File: src/rtl/irq_vector_gen.sv
module irq_vector_gen #(
  parameter int DATA_W  = 32,
  parameter int NUM_SRC = 128,
  parameter int ADDR_W  = 2
) (
  input  logic               clk,
  input  logic               rst_n,
  input  logic [NUM_SRC-1:0] src_status,
  input  logic               reg_wr,
  input  logic [ADDR_W-1:0]  reg_addr,
  input  logic [DATA_W-1:0]  reg_wdata,
  output logic [DATA_W-1:0]  reg_rdata
);
  localparam int IDX_W = $clog2(NUM_SRC);
  localparam logic [ADDR_W-1:0] A_BASE   = ADDR_W'(0);
  localparam logic [ADDR_W-1:0] A_STRIDE = ADDR_W'(1);
  localparam logic [ADDR_W-1:0] A_VEC    = ADDR_W'(2);

  logic [DATA_W-1:0] base_q, stride_q, vec_q, vec_d;
  logic [IDX_W-1:0]  win_idx;
  logic              hit;

  always_comb begin
    win_idx = '0;
    hit     = 1'b0;
    for (int i = NUM_SRC - 1; i >= 0; i--) begin
      if (src_status[i]) begin
        win_idx = IDX_W'(i);
        hit     = 1'b1;
      end
    end
  end

  assign vec_d = hit ? base_q + stride_q * {{(DATA_W-IDX_W){1'b0}}, win_idx} : '1;

  always_ff @(posedge clk) begin
    if (!rst_n) begin
      base_q   <= '0;
      stride_q <= '0;
      vec_q    <= '0;
    end else begin
      vec_q <= vec_d;
      if (reg_wr && reg_addr == A_BASE)   base_q   <= reg_wdata;
      if (reg_wr && reg_addr == A_STRIDE) stride_q <= reg_wdata;
    end
  end

  always_comb begin
    case (reg_addr)
      A_BASE:   reg_rdata = base_q;
      A_STRIDE: reg_rdata = stride_q;
      A_VEC:    reg_rdata = vec_q;
      default:  reg_rdata = '0;
    endcase
  end
endmodule

File: config.mk
export PLATFORM = sky130hd
export DESIGN_NAME = irq_vector_gen
export DESIGN_NICKNAME = d
export VERILOG_FILES = /design/src/rtl/irq_vector_gen.sv
export SDC_FILE = /design/constraint.sdc
export NUM_CORES = 1
export LEC_CHECK = 0
export ABC_AREA = 1
export BUFFER_PORTS_ARGS = -buffer_cell sky130_fd_sc_hd__buf_2
export CORE_MARGIN = 1
export CORE_UTILIZATION = 53
export CTS_CLUSTER_DIAMETER = 80
export DETAILED_ROUTE_END_ITERATION = 10
export HOLD_SLACK_MARGIN = 0.08
export PLACE_DENSITY = 0.79
export SLEW_MARGIN = 15
export SYNTH_ARGS = -nofsm -noshare
export SYNTH_HDL_FRONTEND = slang
export SYNTH_SLANG_ARGS = --single-unit
File: constraint.sdc
create_clock -name clk -period 14.5 [get_ports clk]
set_input_delay 2.9 -clock clk [delete_from_list [all_inputs] [get_ports clk]]
set_output_delay 2.9 -clock clk [all_outputs]
set_load 0.02 [all_outputs]
Word level (Yosys, flattened, before mapping)
Cells that the tools add are included.
{ "op_classes": {"addsub": 1, "mul": 1, "n_div": 0, "order_cmp": 0, "eq_ne": 2, "shifts": 0, "mux": 258, "bitwise": 0, "n_reduce_logical": 3} }
{ "ops": {"columns": ["operator", "n"], "rows": [
  ["$mux 7", 128],
  ["$mux 1", 128],
  ["$pmux 32 s3", 1],
  ["$add 32x32->32", 1],
  ["$mul 32x7->32", 1],
  ["$mux 32", 1],
  ["$eq 2x1->1 const B", 1],
  ["$eq 2x2->1 const B", 1],
  ["$logic_and 1x1->1", 2],
  ["$logic_not 2->1", 1]
]} }
{ "totals": {"regBits": 96, "latch_bits": 0, "ramBits": 0, "rom_bits": 0, "input_bits": 165, "out_inout_bits": 32, "elab_cells": 268, "memories": 0} }

Depth between registers and ports, before layout
Gate-level depths: netlist (run 1).
{ "logic_depth": {"ltp_word": 131, "depth_mapped": 166, "ltp_nobuf": 165} }

Worst setup path before layout (run 1)
OpenSTA, ideal clock, no wires.
{ "synth_path": {"path_type": "input to register", "from": "input src_status[126]", "to": "register vec_q[31]", "setup_time_ns": 0.110, "t_arrival_ns": 13.687, "required_time_ns": 14.390, "slack_ns": 0.704, "cell_stages": 164, "path_buffers": 1, "cell_sequence": "inv_1 -> nand2_1 -> nand2_1 -> nand2_1 -> nand2_1 -> nand2_1 -> nand2_1 -> nand2_1 -> nand2_1 -> nand2_1 -> nand2_1 -> nand2_1 -> nand2_1 -> nand2_1 -> nand2_1 -> nand2_1 -> nand2_1 -> nand2_1 -> [... 128 more ...] -> nand3_1 -> nand2_1 -> nand3_1 -> nand2_1 -> nand3_1 -> nand2_1 -> inv_1 -> o21ai_0 -> inv_1 -> o31ai_1 -> xor2_1 -> inv_1 -> xor2_1 -> inv_1 -> nand2_1 -> nand3_1 -> nand2_1 -> inv_1"} }
{ "synth_via": {"elab_chain_len": 130, "elab_cells_between_ends": 257, "cone_classes": "1 x add/sub; 1 x mul; 255 x mux"} }
{ "synth_lines": {"columns": ["element", "line", "text"], "rows": [
  ["from (decl)", "8", "input logic [NUM_SRC-1:0] src_status,"],
  ["$mux 7 (127 in series)", "27", "if (src_status[i]) begin"],
  ["$mul 32x7->32", "34", "assign vec_d = hit ? base_q + stride_q * {{(DATA_W-IDX_W){1'b0}}, win_idx} : '1;"],
  ["$add 32x32->32", "34", null],
  ["$mux 32 *", "34", null],
  ["to (signal assigned)", "42", "vec_q <= vec_d;"],
  ["to (decl)", "19", "logic [DATA_W-1:0] base_q, stride_q, vec_q, vec_d;"]
]} }
Mark *: on every way between the ends. The rest lies on a longest branch, timed or not.
A chain may end at the register's enable or synchronous reset.

Final worst setup path (run 1)
Same ends and word-level chain as after synthesis.

==> results of run 1 <==
[layout by cell type, fill, tap and decap left out, types with 3 or more instances in the layout]
cell        count
o21ai_0        76
or2_2           7
a31oi_1         8
nor2_1        259
a21oi_1        70
o311ai_0        3
nand2_2        13
fa_1          161
o21a_1          3
buf_6           6
nor2_2         18
inv_1         398
o21ai_2         5
xor2_1         18
xnor2_1         5
ha_4            4
dfxtp_1        96
o221ai_1        4
buf_2         195
clkinvlp_4      4
nor2_4          8
nand3_1        17
clkbuf_16       9
nand2_1       411
inv_2          11
ha_1           37
a21oi_2         7
o211ai_1       29
buf_4          42
o21ai_1         4
nand3_2         9
[routing by layer]
layer | vias to the layer above | track usage, %
li1 | 5573 | -
met1 | 5486 | 35.7
met2 | 437 | 53.2
met3 | 99 | 3.86
met4 | 0 | 13.7
met5 | - | 0
[worst register-to-register path, delay by kind of cell, from the launching register on]
family,cells,cell delay (ns)
compound gates,10,1.74
xor+xnor,2,0.30
fa+ha+maj,5,2.20
buf+inv,9,0.76
flops,1,0.33
simple gates,11,0.94
[flip-flops by register name, summed over array words and instances (netlist names)]
signal    flops
base_q       32
vec_q        32
stride_q     32
[area by class of cell]
class / instances / share of cell area, %
multi-input combinational: 1193 / 60.5
sequential: 96 / 13.9
inverter: 410 / 11.1
timing repair buffer: 244 / 9.95
tap: 280 / 2.53
clock buffer: 11 / 1.82
clock inverter: 5 / 0.280
[per-stage QoR]
stage / setup TNS (ns) / cells / total power [uW] / utilization [%] / hold WS [ns]
final: 0 / 2239 / 731 / 63.5 / 0.504
after CTS: 0 / 2222 / 722 / 61.8 / 0.499
after global routing: -1.90 / 2239 / 767 / 63.5 / 0.531
after floorplan: 0 / 1745 / 413 / - / 0.457
after global placement: 0 / 2206 / 477 / 60.5 / 0.487
after detailed placement: -0.337 / 2206 / 483 / 60.5 / 0.486
[path summary, 6_finish.rpt]
kind / slack [ns] / cells after the start / startpoint / to
max reg2reg: 8.12 / 37 / stride_q[3] / vec_q[31]
min: 0.50 / 2 / stride_q[30] / stride_q[30]
max: 0.60 / 164 / src_status[126] / vec_q[31]
min reg2reg: 0.50 / 2 / stride_q[30] / stride_q[30]
[cells by family (layout without fill, tap and decap cells)]
group | after synthesis | count (layout) | synth area share, %
DFF | 96 | 96 | 16.3
xor gates and xnor gates | 24 | 24 | 1.78
adders and majority gates | 203 | 203 | 31.8
buffers and inverters | 456 | 670 | 14.8
and+or+nand+nor | 749 | 749 | 25.1
AOI/OAI and AO/OA | 217 | 217 | 10.3
[power by group through the flow]
stage | Clock (uW) | Sequential, uW | Combinational [uW]
final | 243 | 291 | 197
after floorplan | 0 | 292 | 120
after detailed placement | 0 | 297 | 186
after CTS | 243 | 290 | 188
after global routing | 253 | 292 | 222
after global placement | 0 | 296 | 181
[what timing repair did]
action / CTS / global route
setup endpoints to repair: 1 / 12
hold endpoints to repair: 0 / 0
pin swaps: 0 / 24
gates resized for setup: 1 / 73
setup buffers: 0 / 18
==> reports/summary.txt, run 1 <==
clock root cell - clkbuf_16
vias in the first global route - 11400
met2 WL - 16500 um
delay of the slowest cell on the worst path - 0.54 ns
Placer Congestion - 0.912
synth top area cells - fa_1, dfxtp_1, nand2_1, inv_1, nor2_1
remaining global-route overflow - 0
Top delay family on crit path - simple AND/OR/NAND/NOR gates
H-tree depth - 3
DRT Wirelength - 33300 um
port bufs - 196
Worst path slowest cell - fa_1
syn_area_per_cell - 6.77 um^2
Die Height - 151 um
Tmin final - 13.90 ns
clock skew - 0.0135 ns
clk slew on worst S/H paths - 0.06 ns
Psw - 251 uW
Comb power frac - 26.9%
Tcrit/Tclk final - 95.9%
# fillers - 1936
crit start category - input pin
Clock Path Buffers - 2
initial drt markers - 707
Horiz. Die Dim - 151 um
Pint - 480 uW
Synth top area share - 27.4%
Highest Clock Rate - 71.9 MHz
Synth Flop Type - dfxtp_1
PwrDens - 52.7 mW/mm^2
Crit. End Element - register
leakage power - 0.00726 uW
Worst Max-Slew Pin Slew - 0.983 ns
placed inst area - 0.0132 mm^2
Sequential Power Share - 39.8%
crit path buf inv count - 10
largest net degree at the start of global routing - 79
DRC viols - 0
status - finished clean
clock network power share - 33.3%
#FFs+latches synth - 96
Top Ports - 197
via count - 11600
WL met1 - 13300 um
RSZ-0062 raised after global routing - true
Worst IR Drop VDD - 0.0000586 V
post-synthesis sequential area ratio - 16.3%
Area Overhead vs Synth - 17.3%
die area - 0.0229 mm^2
CTS tree - done
post-synth design cell area - 0.0118 mm^2
CTS buffer count - 9
Syn Inst Count - 1745
Req. time, crit path - 14.76 ns
Final Max Slew Viols - 0
CP Data Arrival Time - 14.16 ns
layout cells sized above 1 - 17.9%
Inserted Diodes - 0
WL met3 - 2200 um
post-synth cell types - 32
count leader, synth - nand2_1
wire per inst - 14.9 um
post-DP HPWL - 25300 um
Final Hold Fails - 0
relative slew slack - 34.4%
first-pass GRT wire length - 53300 um
area of the multi-input gates - 0.00838 mm^2
final instance area - 0.0139 mm^2
Post-synth top cells - nand2_1, inv_1, nor2_1
DR vias/cell - 5.18
Core Area - 0.0218 mm^2
DR pass1 iterations - 5
Async S/R FF share, synth - 0%
critical path class - in2reg
Crit Path Max Fanout - 5
Row Count - 54
Initial Util - 54.2%
Yosys Warn Count - 0
Finish-stage setup viols - 0
Final ANT Viol Nets - 0
Min-Delay Path Class - reg2reg
post-place setup slack - -0.337 ns
Mapped Nets - 2113
most used cell, CP - nand2_1
GR Util All Layers - 29.9%
nets - 2322
net switching share of the total power - 34.3%
Worst-Skew Late Latency - 0.37 ns
cell taking the most area after synthesis - fa_1
clk sinks - 96
Post-CTS Hold Buffers - 0
top routing layer in use - met4
Final WS setup - 0.599 ns
area occupied by registers - 0.00192 mm^2
maxcap violations - 0
initial antenna violation count - 0
Post-synth EDFFs - 0
(Power assumes the default switching activity.)
==> run 2: changes to the inputs <==
--- a/config.mk
+++ b/config.mk
@@ -7,12 +7,14 @@
 export LEC_CHECK = 0
 export ABC_AREA = 1
 export BUFFER_PORTS_ARGS = -buffer_cell sky130_fd_sc_hd__buf_2
+export CAP_MARGIN = 20
 export CORE_MARGIN = 1
-export CORE_UTILIZATION = 53
+export CORE_UTILIZATION = 54
+export CTS_BUF_LIST = sky130_fd_sc_hd__clkbuf_4
 export CTS_CLUSTER_DIAMETER = 80
 export DETAILED_ROUTE_END_ITERATION = 10
 export HOLD_SLACK_MARGIN = 0.08
-export PLACE_DENSITY = 0.79
+export PLACE_DENSITY = 0.8
 export SLEW_MARGIN = 15
 export SYNTH_ARGS = -nofsm -noshare
 export SYNTH_HDL_FRONTEND = slang
==> reports/summary.txt, run 2 (synthesized netlist as in run 1, its figures left out) <==
Initial Util - 55.7% (+1.5 points)
met2 WL - 16600 um (+0.53%)
DR pass1 iterations - 5 (unchanged)
Layout Cells excl Fill - 2225 (-0.63%)
Horiz. Die Dim - 150 um (-0.92%)
Final Max Slew Viols - 0 (unchanged)
Largest regs - base_q x32, stride_q x32, vec_q x32
layout cells sized above 1 - 17.3% (-0.62 points)
Top Ports - 197 (unchanged)
final instance area - 0.0136 mm^2 (-1.6%)
via count - 11500 (-0.45%)
Crit Path Max Fanout - 5 (unchanged)
clock network power share - 26.2% (-7.1 points)
initial drt markers - 951 (+35%)
first-pass GRT wire length - 53400 um (+0.25%)
CTS buffer count - 9 (unchanged)
Crit. End Element - register
Die Height - 150 um (-0.92%)
top routing layer in use - met4
WL met3 - 2510 um (+14%)
vias in the first global route - 11300 (-0.88%)
die area - 0.0225 mm^2 (-1.8%)
GR Util All Layers - 30.2% (+0.32 points)
commonest non-fill, non-tap cell in the layout - nand2_1
Finish-stage setup viols - 0 (unchanged)
DRC viols - 0 (unchanged)
CP Data Arrival Time - 14.37 ns (+0.21 ns)
Worst path slowest cell - fa_1
Worst IR Drop VDD - 0.0000417 V (-29%)
leakage power - 0.00718 uW (-1.1%)
clock root cell - clkbuf_4
Pint - 424 uW (-12%)
net switching share of the total power - 35.7% (+1.4 points)
wire per inst - 15.0 um (+0.61%)
Clock Path Buffers - 2 (unchanged)
clock skew - 0.0237 ns (+0.0103 ns)
largest net degree at the start of global routing - 79 (unchanged)
delay of the slowest cell on the worst path - 0.51 ns (-0.03 ns)
maxcap violations - 0 (unchanged)
Final Hold Fails - 0 (unchanged)
Post-CTS Hold Buffers - 0 (unchanged)
Req. time, crit path - 14.95 ns (+0.19 ns)
clk sinks - 96 (unchanged)
port bufs - 196 (unchanged)
post-DP HPWL - 25200 um (about the same)
Tcrit/Tclk final - 96.0% (+0.13 points)
Sequential Power Share - 44.2% (+4.4 points)
Worst-Skew Late Latency - 0.50 ns (+0.13 ns)
placed inst area - 0.0132 mm^2 (-0.28%)
worst hold margin - 0.530 ns (+0.0260 ns)
Psw - 235 uW (-6.2%)
DRT Wirelength - 33300 um (about the same)
H-tree depth - 3 (unchanged)
crit start category - input pin
Tmin final - 13.92 ns (+0.0190 ns)
most used cell, CP - nand2_1
relative slew slack - 37.0% (+2.6 points)
remaining global-route overflow - 0 (unchanged)
Area Overhead vs Synth - 15.5%
Core Area - 0.0212 mm^2 (-2.8%)
PwrDens - 48.3 mW/mm^2 (-8.4%)
dpl cells - 2197 (-0.41%)
Final ANT Viol Nets - 0 (unchanged)
Worst Max-Slew Pin Slew - 0.943 ns (-0.0398 ns)
Row Count - 53 (-1.9%)
initial antenna violation count - 2 (+2)
clk slew on worst S/H paths - 0.16 ns (+0.10 ns)
Min-Delay Path Class - reg2reg
Comb power frac - 29.6% (+2.7 points)
WL met1 - 13200 um (about the same)
Highest Clock Rate - 71.8 MHz (-0.14%)
status - finished clean
commonest cells after routing, fill and taps aside - nand2_1, inv_1, nor2_1
CTS tree - done
critical path class - in2reg
Placer Congestion - 0.937 (+2.7%)
RSZ-0062 raised after global routing - true
nets - 2312 (-0.43%)
DR vias/cell - 5.19 (+0.18%)
==> run 2: changes by cell type in the layout (fill, tap and decap cells not counted), moves of 3 or more <==
cell,delta
clkbuf_4,+10
buf_4,-9
clkbuf_16,-9
clkinvlp_4,-3
==> run 2: power groups by stage <==
| stage | combinational (uW) | clock, uW | sequential [uW] |
|---|---|---|---|
| after floorplan | 120 | 0 | 292 |
| after global placement | 180 | 0 | 296 |
| after detailed placement | 185 | 0 | 297 |
| after CTS | 186 | 174 | 291 |
| after global routing | 220 | 183 | 293 |
| final | 195 | 172 | 291 |
==> run 2: area by class of cell <==
type                       instances  area [um^2]
multi-input combinational       1193         8370
fill                            1850         7570
sequential                        96         1920
inverter                         410         1540
timing repair buffer             234         1310
tap                              275          344
clock inverter                     5         81.3
clock buffer                      10         75.1
antenna                            2         5.00
==> run 2: critical path, delay by kind of cell <==
kind	cells	cell delay, ns
xor+xnor	2	0.34
simple gates	139	7.07
fa+ha+maj	4	1.50
buf+inv	11	0.86
compound gates	11	1.76
==> run 2: path summary, 6_finish.rpt <==
path / from / end / slack (ns) / depth (start not counted)
worst max-delay path: src_status[126] / vec_q[31] / 0.58 / 167
worst min-delay path: stride_q[30] / stride_q[30] / 0.53 / 2
worst max register to register: stride_q[5] / vec_q[31] / 8.08 / 37
worst min register to register: stride_q[30] / stride_q[30] / 0.53 / 2
==> run 2: metal layers <==
metal	GRT usage (%)	vias up
met3	5.34	79
li1	-	5558
met4	9.90	0
met5	0	-
met2	52.3	469
met1	38.0	5437
==> run 2: stage by stage <==
step / utilization [%] / power, uW / worst slack [ns] / TNS (ns)
2_1_floorplan: - / 413 / 0.704 / 0
3_3_place_gp: 62.0 / 476 / 0.0904 / 0
3_5_place_dp: 62.0 / 482 / -0.236 / -0.236
4_1_cts: 62.7 / 651 / 0.260 / 0
5_1_grt: 64.3 / 696 / -0.843 / -1.74
6_report: 64.3 / 659 / 0.580 / 0
==> run 2: what timing repair did <==
item                                    in CTS  in global routing
buffers inserted                             0                 11
gates resized for setup                      0                 74
endpoints found under the setup margin       0                 10
